## src/rtl/pilot_ins_pkg.sv

```systemverilog
package pilot_ins_pkg;
  localparam int IDX_W   = 6;
  localparam int SAMP_W  = 16;
  localparam int NUM_ANT = 2;
  localparam int LFSR_W  = 7;
  localparam int TAP_HI  = 7;
  localparam int TAP_LO  = 4;

  typedef struct packed {
    logic valid;
    logic sof;
    logic selP1;
    logic selP2;
    logic negate;
  } strobe_t;
endpackage

```

## src/rtl/pilot_ins_ctrl.sv

```systemverilog
module pilot_ins_ctrl
  import pilot_ins_pkg::*;
#(
  parameter int IW  = IDX_W,
  parameter int LW  = LFSR_W,
  parameter int THI = TAP_HI,
  parameter int TLO = TAP_LO
) (
  input  logic          clk,
  input  logic          rstN,
  input  logic          pktStart,
  input  logic          scrambleEn,
  input  logic          inValid,
  input  logic          inSof,
  input  logic [IW-1:0] inIdx,
  input  logic [IW-1:0] p1IdxLo,
  input  logic [IW-1:0] p1IdxHi,
  input  logic [IW-1:0] p2IdxLo,
  input  logic [IW-1:0] p2IdxHi,
  output strobe_t       stb
);
  localparam int NUM_CMP = 4;
  localparam logic [LW-1:0] SEED = '1;

  logic [LW-1:0] lfsrQ;
  logic [LW-1:0] effState;
  logic          signQ;
  logic          fbBit;
  logic          symStart;
  logic          curBit;
  logic [IW-1:0] idxCfg [NUM_CMP];
  logic [NUM_CMP-1:0] hitVec;

  assign idxCfg[0] = p1IdxLo;
  assign idxCfg[1] = p1IdxHi;
  assign idxCfg[2] = p2IdxLo;
  assign idxCfg[3] = p2IdxHi;

  for (genvar k = 0; k < NUM_CMP; k++) begin : g_cmp
    assign hitVec[k] = (inIdx == idxCfg[k]);
  end

  assign symStart = inValid & inSof;
  assign effState = pktStart ? SEED : lfsrQ;
  assign fbBit    = effState[THI-1] ^ effState[TLO-1];
  assign curBit   = symStart ? fbBit : signQ;

  always_ff @(posedge clk or negedge rstN) begin
    if (!rstN) begin
      lfsrQ <= SEED;
      signQ <= 1'b0;
    end else if (symStart) begin
      lfsrQ <= {effState[LW-2:0], fbBit};
      signQ <= fbBit;
    end else begin
      lfsrQ <= effState;
    end
  end

  always_comb begin
    stb.valid  = inValid;
    stb.sof    = symStart;
    stb.selP1  = inValid & (hitVec[0] | hitVec[1]);
    stb.selP2  = inValid & (hitVec[2] | hitVec[3]) & ~(hitVec[0] | hitVec[1]);
    stb.negate = scrambleEn & curBit;
  end

  // a register of this kind never reaches the all-zero lock-up state
  p_lfsr_live_r7: assert property (@(posedge clk) disable iff (!rstN)
    lfsrQ != '0);

  p_reseed_r9: assert property (@(posedge clk) disable iff (!rstN)
    (pktStart && !symStart) |=> (lfsrQ == SEED));

  p_no_step_r11: assert property (@(posedge clk) disable iff (!rstN)
    (!symStart && !pktStart) |=> $stable(lfsrQ));

  p_one_pilot_r4: assert property (@(posedge clk) disable iff (!rstN)
    $onehot0({stb.selP1, stb.selP2}));
endmodule

```

## src/rtl/pilot_ins_dp.sv

```systemverilog
module pilot_ins_dp
  import pilot_ins_pkg::*;
#(
  parameter int IW = IDX_W,
  parameter int SW = SAMP_W,
  parameter int NA = NUM_ANT
) (
  input  logic            clk,
  input  logic            rstN,
  input  strobe_t         stb,
  input  logic            sisoMode,
  input  logic [IW-1:0]   inIdx,
  input  logic [2*SW-1:0] inData   [NA],
  input  logic [SW-1:0]   pilotOne [NA],
  input  logic [SW-1:0]   pilotTwo [NA],
  output logic            outValid,
  output logic            outSof,
  output logic [IW-1:0]   outIdx,
  output logic [2*SW-1:0] outData  [NA]
);
  localparam logic [SW-1:0] MIN_VAL = {1'b1, {(SW-1){1'b0}}};
  localparam logic [SW-1:0] MAX_VAL = ~MIN_VAL;

  function automatic logic [SW-1:0] negSat(input logic [SW-1:0] v);
    if (v == MIN_VAL) return MAX_VAL;
    return ~v + 1'b1;
  endfunction

  always_ff @(posedge clk or negedge rstN) begin
    if (!rstN) begin
      outValid <= 1'b0;
      outSof   <= 1'b0;
      outIdx   <= '0;
    end else begin
      outValid <= stb.valid;
      outSof   <= stb.sof;
      if (stb.valid) outIdx <= inIdx;
    end
  end

  for (genvar a = 0; a < NA; a++) begin : g_ant
    localparam bit IS_AUX = (a > 0);
    logic [SW-1:0]   pv;
    logic [2*SW-1:0] nxt;

    always_comb begin
      pv = stb.selP1 ? pilotOne[a] : pilotTwo[a];
      if (stb.negate) pv = negSat(pv);
      if (IS_AUX && sisoMode)          nxt = '0;
      else if (stb.selP1 || stb.selP2) nxt = {pv, {SW{1'b0}}};
      else                             nxt = inData[a];
    end

    always_ff @(posedge clk or negedge rstN) begin
      if (!rstN)          outData[a] <= '0;
      else if (stb.valid) outData[a] <= nxt;
    end

    p_hold_r11: assert property (@(posedge clk) disable iff (!rstN)
      !stb.valid |=> $stable(outData[a]));

    p_sat_r10: assert property (@(posedge clk) disable iff (!rstN)
      (stb.valid && (stb.selP1 || stb.selP2) && stb.negate && !(IS_AUX && sisoMode))
        |=> (outData[a][2*SW-1 -: SW] != MIN_VAL));

    if (IS_AUX) begin : g_siso_chk
      p_siso_quiet_r6: assert property (@(posedge clk) disable iff (!rstN)
        (sisoMode && stb.valid) |=> (outData[a] == '0));
    end
  end

  p_latency_r1: assert property (@(posedge clk) disable iff (!rstN)
    stb.valid |=> outValid);

  p_gap_r11: assert property (@(posedge clk) disable iff (!rstN)
    !stb.valid |=> (!outValid && !outSof));

  p_sof_valid_r1: assert property (@(posedge clk) disable iff (!rstN)
    outSof |-> outValid);
endmodule

```

## src/rtl/pilot_inserter.sv

```systemverilog
module pilot_inserter
  import pilot_ins_pkg::*;
(
  input  logic        clk,
  input  logic        rstN,
  input  logic        pktStart,
  input  logic        scrambleEn,
  input  logic        sisoMode,
  input  logic [5:0]  p1IdxLo,
  input  logic [5:0]  p1IdxHi,
  input  logic [5:0]  p2IdxLo,
  input  logic [5:0]  p2IdxHi,
  input  logic [15:0] p1ValA,
  input  logic [15:0] p1ValB,
  input  logic [15:0] p2ValA,
  input  logic [15:0] p2ValB,
  input  logic        inValid,
  input  logic        inSof,
  input  logic [5:0]  inIdx,
  input  logic [31:0] inDataA,
  input  logic [31:0] inDataB,
  output logic        outValid,
  output logic        outSof,
  output logic [5:0]  outIdx,
  output logic [31:0] outDataA,
  output logic [31:0] outDataB
);
  strobe_t                stb;
  logic [2*SAMP_W-1:0]    dIn   [NUM_ANT];
  logic [2*SAMP_W-1:0]    dOut  [NUM_ANT];
  logic [SAMP_W-1:0]      pOne  [NUM_ANT];
  logic [SAMP_W-1:0]      pTwo  [NUM_ANT];

  assign dIn[0]  = inDataA;
  assign dIn[1]  = inDataB;
  assign pOne[0] = p1ValA;
  assign pOne[1] = p1ValB;
  assign pTwo[0] = p2ValA;
  assign pTwo[1] = p2ValB;
  assign outDataA = dOut[0];
  assign outDataB = dOut[1];

  pilot_ins_ctrl u_ctrl (
    .clk(clk), .rstN(rstN), .pktStart(pktStart), .scrambleEn(scrambleEn),
    .inValid(inValid), .inSof(inSof), .inIdx(inIdx),
    .p1IdxLo(p1IdxLo), .p1IdxHi(p1IdxHi), .p2IdxLo(p2IdxLo), .p2IdxHi(p2IdxHi),
    .stb(stb)
  );

  pilot_ins_dp u_dp (
    .clk(clk), .rstN(rstN), .stb(stb), .sisoMode(sisoMode), .inIdx(inIdx),
    .inData(dIn), .pilotOne(pOne), .pilotTwo(pTwo),
    .outValid(outValid), .outSof(outSof), .outIdx(outIdx), .outData(dOut)
  );
endmodule

```

## config.mk

```make
export PLATFORM = sky130hd
export DESIGN_NAME = pilot_inserter
export DESIGN_NICKNAME = d
export VERILOG_FILES = /design/src/rtl/pilot_ins_pkg.sv /design/src/rtl/pilot_ins_ctrl.sv /design/src/rtl/pilot_ins_dp.sv /design/src/rtl/pilot_inserter.sv
export SDC_FILE = /design/constraint.sdc
export NUM_CORES = 1
export LEC_CHECK = 0
export ABC_CLOCK_PERIOD_IN_PS = 2430
export CORE_AREA = 2 2 108 136
export DETAILED_ROUTE_END_ITERATION = 8
export DIE_AREA = 0 0 110 138
export PLACE_DENSITY = 0.85
export SLEW_MARGIN = 30
export SYNTH_ARGS = -nofsm -noshare
export SYNTH_HDL_FRONTEND = slang
export SYNTH_HIERARCHICAL = 1
export SYNTH_SLANG_ARGS = --single-unit
```

## constraint.sdc

```tcl
create_clock -name clk -period 2.43 [get_ports clk]
set_clock_uncertainty 0.05 [all_clocks]
set_input_delay 0.486 -clock clk [delete_from_list [all_inputs] [get_ports clk]]
set_output_delay 0.486 -clock clk [all_outputs]
set_load 0.02 [all_outputs]
```

==> out/metrics.cfg, run 1 <==
[placement]
port_buffers = 236
hpwl_um = 14700
routabilityCongestion = 0.914
dp_cells = 999
place_ws_ns = -1.49

[die]
start_util_pct = 36.8
die_h_um = 138
rows = 49
io_pins = 237
core-area_mm2 = 0.0140
die_x_um = 110
die_area_mm2 = 0.0152

[route]
via_count = 5586
routedWlPerCell_um = 19.3
antenna_left = 0
totalWireLength_um = 20000
viasPerCell = 5.41
route.detailed.drc = 0
drtIter0Drc = 286
firstDrtPassIters = 7

[yosys]
syn-cell-area_mm2 = 0.00516
ys_seq_elements = 80
syn-num-nets = 691
yosys.cell_count.top_type = dfrtp_1
ys_warn_count = 6
synth_top_area_cell = dfrtp_1
synthArstFlopShare_pct = 100
synth.distinct_cells = 62
synth_top_area_share_pct = 35.4
synth_cells = 524
synth_edf_count = 0
ys_seq_area_share_pct = 38.9
ys_top_cells_by_area = dfrtp_1, mux2i_1, xnor2_1, o2bb2ai_1, dfstp_2
ys.flop_type = dfrtp_1
synth_common_cells = dfrtp_1, mux2i_1, nand2_1
avgSynthCellArea_um2 = 9.85

[pwr]
total_power_uw = 4410
ir_drop_mv = 0.290
power_density_mw_per_mm2 = 466
p_leak_uw = 0.00381

[sta]
rsz0062_at_grt = yes
tns_ns = -16.23
post-route-min-period_ns = 3.10
relSlewSlack_pct = 66.1
report.final.hold_viol_count = 0
finalCritPeriodShare_pct = 127
setup_ws_ns = -0.667
worst_slew_pin_slew_ns = 0.505
setup_viol = 32
fmax_mhz = 323
drv_slew = 0

[worst_setup_path]
reg2reg_to = u_dp/outData[30]$_DFFE_PN0P_
critPathKind = in2reg
r2r-start = u_ctrl/lfsrQ[3]$_DFF_PN1_
reg2reg_depth = 9
worstSetupEndpointType = register
arrival_ns = 3.28
crit_chain = buf_8 > xnor2_2 > nand2_1 > o22ai_2 > and2_4 > mux2i_4 > ha_2 > or4b_4 > a21bo_4 > buf_6 > o41ai_4 > mux2i_1 > a211o_1
critPathSlowestCell = or4b_4
r2r_slack_ns = -0.10
cp-start-kind = input pin
cp.required_ns = 2.61
slowest_delay_ns = 0.47
critPathMaxFanout = 5

[layout]
final_nets = 1017
diodes = 0
stdcell_count = 1033
area_growth_pct = 83.4
drive_above_1_share_pct = 31.6

[cts]
cts_sinks = 80
cts-hold-fix-buffers = 0
htreeDepth = 3
cts_buffers = 9
cts_tree = done
clk_root_buffer_cell = clkbuf_16
clk_latency_ns = 0.34
cts.path.max_buffers = 2
path_clk_slew_ns = 0.07

[grt]
grt_max_degree = 47
grt_pass1_wl_um = 30200
grt_overflow = 0
grt_usage_pct = 25.7
antenna_found_initial = 0
grt_pass1_vias = 5848

[hold_path]
min_path_type = in2async

[run]
maxCapViolations = 0

[status]
outcome = complete, but fails checks
violations = negative setup slack

routing by layer:
metal / vias up / GRT usage, % / share of wire [%]
met2: 236 / 45.1 / 52
met1: 2680 / 29.6 / 37
li1: 2630 / - / -
met3: 40 / 7.36 / 8.0
met5: - / 0 / 0
met4: 0 / 8.13 / 2.8
registers in the layout, summed over array words and instances (netlist names):
| register | flops |
|---|---|
| u_dp/outData | 64 |
| u_ctrl/lfsrQ | 7 |
| u_dp/outIdx | 6 |
| u_ctrl/signQ | 1 |
| u_dp/outSof | 1 |
| u_dp/outValid | 1 |
worst max path at each step:
| stage | startpoint | to | slack (ns) | depth (start not counted) |
|---|---|---|---|---|
| 2_1_floorplan | inIdx[2] | u_dp/outData[61]$_DFFE_PN0P_ | -1.27 | 18 |
| 3_3_place_gp | inIdx[4] | u_dp/outData[30]$_DFFE_PN0P_ | -1.41 | 12 |
| 3_5_place_dp | inIdx[2] | u_dp/outData[50]$_DFFE_PN0P_ | -1.49 | 13 |
| 4_1_cts | inIdx[2] | u_dp/outData[62]$_DFFE_PN0P_ | -0.63 | 13 |
| 5_1_grt | inIdx[2] | u_dp/outData[62]$_DFFE_PN0P_ | -0.78 | 13 |
| 6_report | inIdx[5] | u_dp/outData[62]$_DFFE_PN0P_ | -0.67 | 13 |
power breakdown:
group | total [uW] | switching, uW | leakage, uW | internal, uW
logic | 1470 | 668 | 0.00269 | 802
registers | 1550 | 77.7 | 0.000979 | 1470
clock network | 1390 | 572 | 0.000138 | 823
total | 4410 | 1320 | 0.00381 | 3090
per-stage QoR:
stage | cell area, um^2 | utilization [%] | hold WS (ns)
floorplan | 5280 | - | 0.140
global placement | 8450 | 60.2 | 0.418
detailed placement | 8450 | 60.2 | 0.426
CTS | 9250 | 65.9 | 0.0595
global route | 9470 | 67.5 | 0.0785
finish | 9470 | 67.5 | 0.0482
placed cells by master (no fill, tap or decap), types with 17 or more instances in the layout:
master and instances:
buf_4 102, nand2_1 30, o21ai_0 18, nor2_1 20, mux2i_1 28, a22o_1 17, clkdlybuf4s50_1 205, dfrtp_1 73
o2bb2ai_1 18
cell type report:
class,count,area (um^2)
multi-input combinational,386,3440
tap,178,223
sequential,80,2010
clock buffer,11,243
fill,1061,4570
inverter,15,56.3
timing repair buffer,358,3440
clock inverter,5,57.6
worst max-delay path: cells and delay by family:
kind	cells	cell delay [ns]
buffers and inverters	2	0.25
adder cells (fa/ha/maj)	1	0.22
multiplexers	2	0.38
XOR/XNOR	1	0.16
AND/OR/NAND/NOR	3	0.81
AO/OA/AOI/OAI	4	0.97
timing repair:
item,in CTS,in global routing
gates cloned,2,0
setup endpoints to repair,64,61
buffers inserted,11,5
gates resized for setup,171,32
pin swaps,68,20
cell families after synthesis:
group / after synthesis / share of synthesized area (%)
AO/OA/AOI/OAI: 155 / 23.0
AND/OR/NAND/NOR: 144 / 15.9
buffers and inverters: 58 / 5.40
XOR/XNOR: 41 / 7.39
adder cells (fa/ha/maj): 2 / 0.485
multiplexers: 44 / 8.82
flip-flops: 80 / 38.9
Note: power is estimated with default switching activity, not from simulation.
==> run 2: changes to the inputs <==
SETUP_SLACK_MARGIN = 0.02   (was default)
==> run 2 against run 1 <==
  * The flow still finishes with violations (negative setup slack)
  * Non-clock buffer count is 3 higher
  * Final area is 0.42% higher
  * First-iteration DRC count is 10% higher
  * Worst hold slack worse by 0.0023 ns
  * Via count is 0.13% lower
  * Core utilization is 0.29 points higher
  * Power hardly changed
  * Register-to-register slack hardly changed
  * Count of clock-buffer cells in the layout stayed put
  * Routed wire length hardly changed
  * Flip-flop and latch count stayed put
  * Critical endpoint unchanged
==> out/metrics.cfg, run 2 (synthesis gave the netlist of run 1 again) <==
[cts]
cts-hold-fix-buffers = 0  ; unchanged
cts_sinks = 80  ; unchanged
clk_latency_ns = 0.34  ; about the same
htreeDepth = 3  ; unchanged
cts_tree = done  ; unchanged
clk_root_buffer_cell = clkbuf_16  ; unchanged
cts.path.max_buffers = 2  ; unchanged
cts_buffers = 9  ; unchanged
path_clk_slew_ns = 0.07  ; about the same

[worst_setup_path]
crit_chain = buf_8 > xnor2_2 > nand2_1 > o22ai_2 > and2_4 > mux2i_4 > ha_2 > or4b_4 > a21bo_4 > buf_6 > o41ai_4 > mux2i_1 > a211o_1  ; unchanged
arrival_ns = 3.29  ; was 3.28 ns
r2r_slack_ns = -0.10  ; about the same
worstSetupEndpointType = register  ; unchanged
cp.required_ns = 2.61  ; about the same
cp-start-kind = input pin  ; unchanged
path_buf_inv = 2  ; unchanged
r2r-start = u_ctrl/lfsrQ[3]$_DFF_PN1_  ; unchanged
cp-startpoint = inIdx[5]  ; unchanged
critPathMaxFanout = 5  ; unchanged
path_delay_family = compound AO/OA/AOI/OAI gates  ; unchanged
critPathKind = in2reg  ; unchanged
slowest_delay_ns = 0.47  ; about the same
reg2reg_depth = 9  ; unchanged
critPathSlowestCell = or4b_4  ; unchanged
reg2reg_to = u_dp/outData[30]$_DFFE_PN0P_  ; unchanged

[sta]
worst_slew_pin_slew_ns = 0.502  ; was 0.505 ns
report.final.hold_viol_count = 0  ; unchanged
rsz0062_at_grt = yes  ; unchanged
setup_viol = 48  ; was 32
drv_slew = 0  ; unchanged
tns_ns = -17.88  ; was -16.23 ns
holdWs_ns = 0.0459  ; was 0.0482 ns
setup_ws_ns = -0.684  ; was -0.667 ns
post-route-min-period_ns = 3.11  ; was 3.10 ns
finalCritPeriodShare_pct = 128  ; was 127%
relSlewSlack_pct = 66.3  ; was 66.1%
fmax_mhz = 321  ; was 323 MHz

[die]
core-area_mm2 = 0.0140  ; unchanged
start_util_pct = 36.8  ; unchanged
die_h_um = 138  ; unchanged
io_pins = 237  ; unchanged
die_x_um = 110  ; unchanged
rows = 49  ; unchanged
die_area_mm2 = 0.0152  ; unchanged

[route]
routedWlPerCell_um = 19.3  ; about the same
antenna_left = 0  ; unchanged
drtIter0Drc = 315  ; was 286
viasPerCell = 5.39  ; was 5.41
firstDrtPassIters = 7  ; unchanged
via_count = 5579  ; was 5586
route.detailed.drc = 0  ; unchanged
totalWireLength_um = 20000  ; about the same

[status]
outcome = complete, but fails checks  ; unchanged
violations = negative setup slack  ; unchanged

[pwr]
power_density_mw_per_mm2 = 464  ; was 466 mW/mm^2
p_leak_uw = 0.00383  ; was 0.00381 uW
p_int_uw = 3100  ; was 3090 uW
combPwrFrac_pct = 33.4  ; was 33.3%
clkPwrFrac_pct = 31.6  ; about the same
p_switching_uw = 1320  ; about the same
ir_drop_mv = 0.291  ; was 0.290 mV
total_power_uw = 4410  ; about the same
swShare_pct = 29.8  ; was 29.9%
seq_power_share_pct = 35.0  ; about the same

[placement]
hpwl_um = 14700  ; unchanged
dp_cells = 999  ; unchanged
port_buffers = 236  ; unchanged
routabilityCongestion = 0.914  ; unchanged

[grt]
antenna_found_initial = 0  ; unchanged
grt_pass1_vias = 5851  ; was 5848
grt_usage_pct = 25.7  ; unchanged
grt_pass1_wl_um = 30200  ; unchanged
grt_overflow = 0  ; unchanged
grt_max_degree = 47  ; unchanged

[layout]
top_register = u_dp/outData  ; unchanged
layout_common_cells = clkdlybuf4s50_1, buf_4, dfrtp_1, nand2_1, mux2i_1  ; unchanged
final_nets = 1020  ; was 1017
diodes = 0  ; unchanged
largest_reg_flops = 64  ; unchanged
final_common_cell = clkdlybuf4s50_1  ; unchanged
post-route-util_pct = 67.7  ; was 67.5%
area_growth_pct = 84.2  ; was 83.4%
n_fill_cell = 1057  ; was 1061
reg.largest.list = u_dp/outData x64, u_ctrl/lfsrQ x7, u_dp/outIdx x6  ; unchanged
drive_above_1_share_pct = 31.9  ; was 31.6%
stdcell_count = 1036  ; was 1033

[run]
maxCapViolations = 0  ; unchanged

[hold_path]
min_path_type = in2async  ; unchanged

[run 2: repair_timing]
| item | in CTS | in global routing |
|---|---|---|
| setup buffers | 11 | 8 |
| resized for setup | 172 | 37 |
| gates cloned | 2 | 0 |
| setup endpoints to repair | 64 | 63 |
| hold endpoints to repair | 0 | 0 |
| pin swaps | 68 | 21 |
[run 2: routing by layer]
layer / wire [um] / global-route usage [%]
met1: 7420 / 29.6
met2: 10400 / 45.1
met3: 1590 / 7.36
met4: 550 / 8.13
met5: 0 / 0
[run 2: power groups by stage]
stage	sequential, uW	combinational, uW	clock (uW)
global placement	1560	1340	0
floorplan	1710	414	0
finish	1550	1480	1390
detailed placement	1570	1360	0
CTS	1550	1430	1430
global route	1560	1570	1480
[run 2: worst max path at each step]
stage               slack [ns]                            to  depth (start not counted)
floorplan                -1.27  u_dp/outData[61]$_DFFE_PN0P_                         18
global placement         -1.41  u_dp/outData[30]$_DFFE_PN0P_                         12
detailed placement       -1.49  u_dp/outData[50]$_DFFE_PN0P_                         13
CTS                      -0.63  u_dp/outData[62]$_DFFE_PN0P_                         13
global route             -0.78  u_dp/outData[62]$_DFFE_PN0P_                         13
finish                   -0.68  u_dp/outData[62]$_DFFE_PN0P_                         13
[run 2: per-stage QoR]
step           worst slack, ns  instance area (um^2)
6_report                -0.684                  9510
3_3_place_gp             -1.41                  8450
5_1_grt                 -0.779                  9510
4_1_cts                 -0.633                  9260
2_1_floorplan            -1.27                  5280
3_5_place_dp             -1.49                  8450
[run 2: area by class of cell]
| class | count | area, um^2 | share of cell area (%) |
|---|---|---|---|
| Timing Repair Buffer | 361 | 3480 | 36.5 |
| Multi-Input combinational cell | 386 | 3440 | 36.2 |
| Sequential cell | 80 | 2010 | 21.1 |
| Clock buffer | 11 | 243 | 2.55 |
| Tap cell | 178 | 223 | 2.34 |
| Clock inverter | 5 | 57.6 | 0.605 |
| Inverter | 15 | 56.3 | 0.592 |
[run 2: worst reg2reg max path, stage by stage (launching register included)]
cell and delay (ns):
dfstp_2 0.55, xnor2_1 0.09, o31ai_1 0.31, and2_1 0.28, buf_4 0.19, clkinv_1 0.18
a21boi_0 0.22, o221ai_1 0.15, a311oi_2 0.31, o2bb2ai_1 0.09
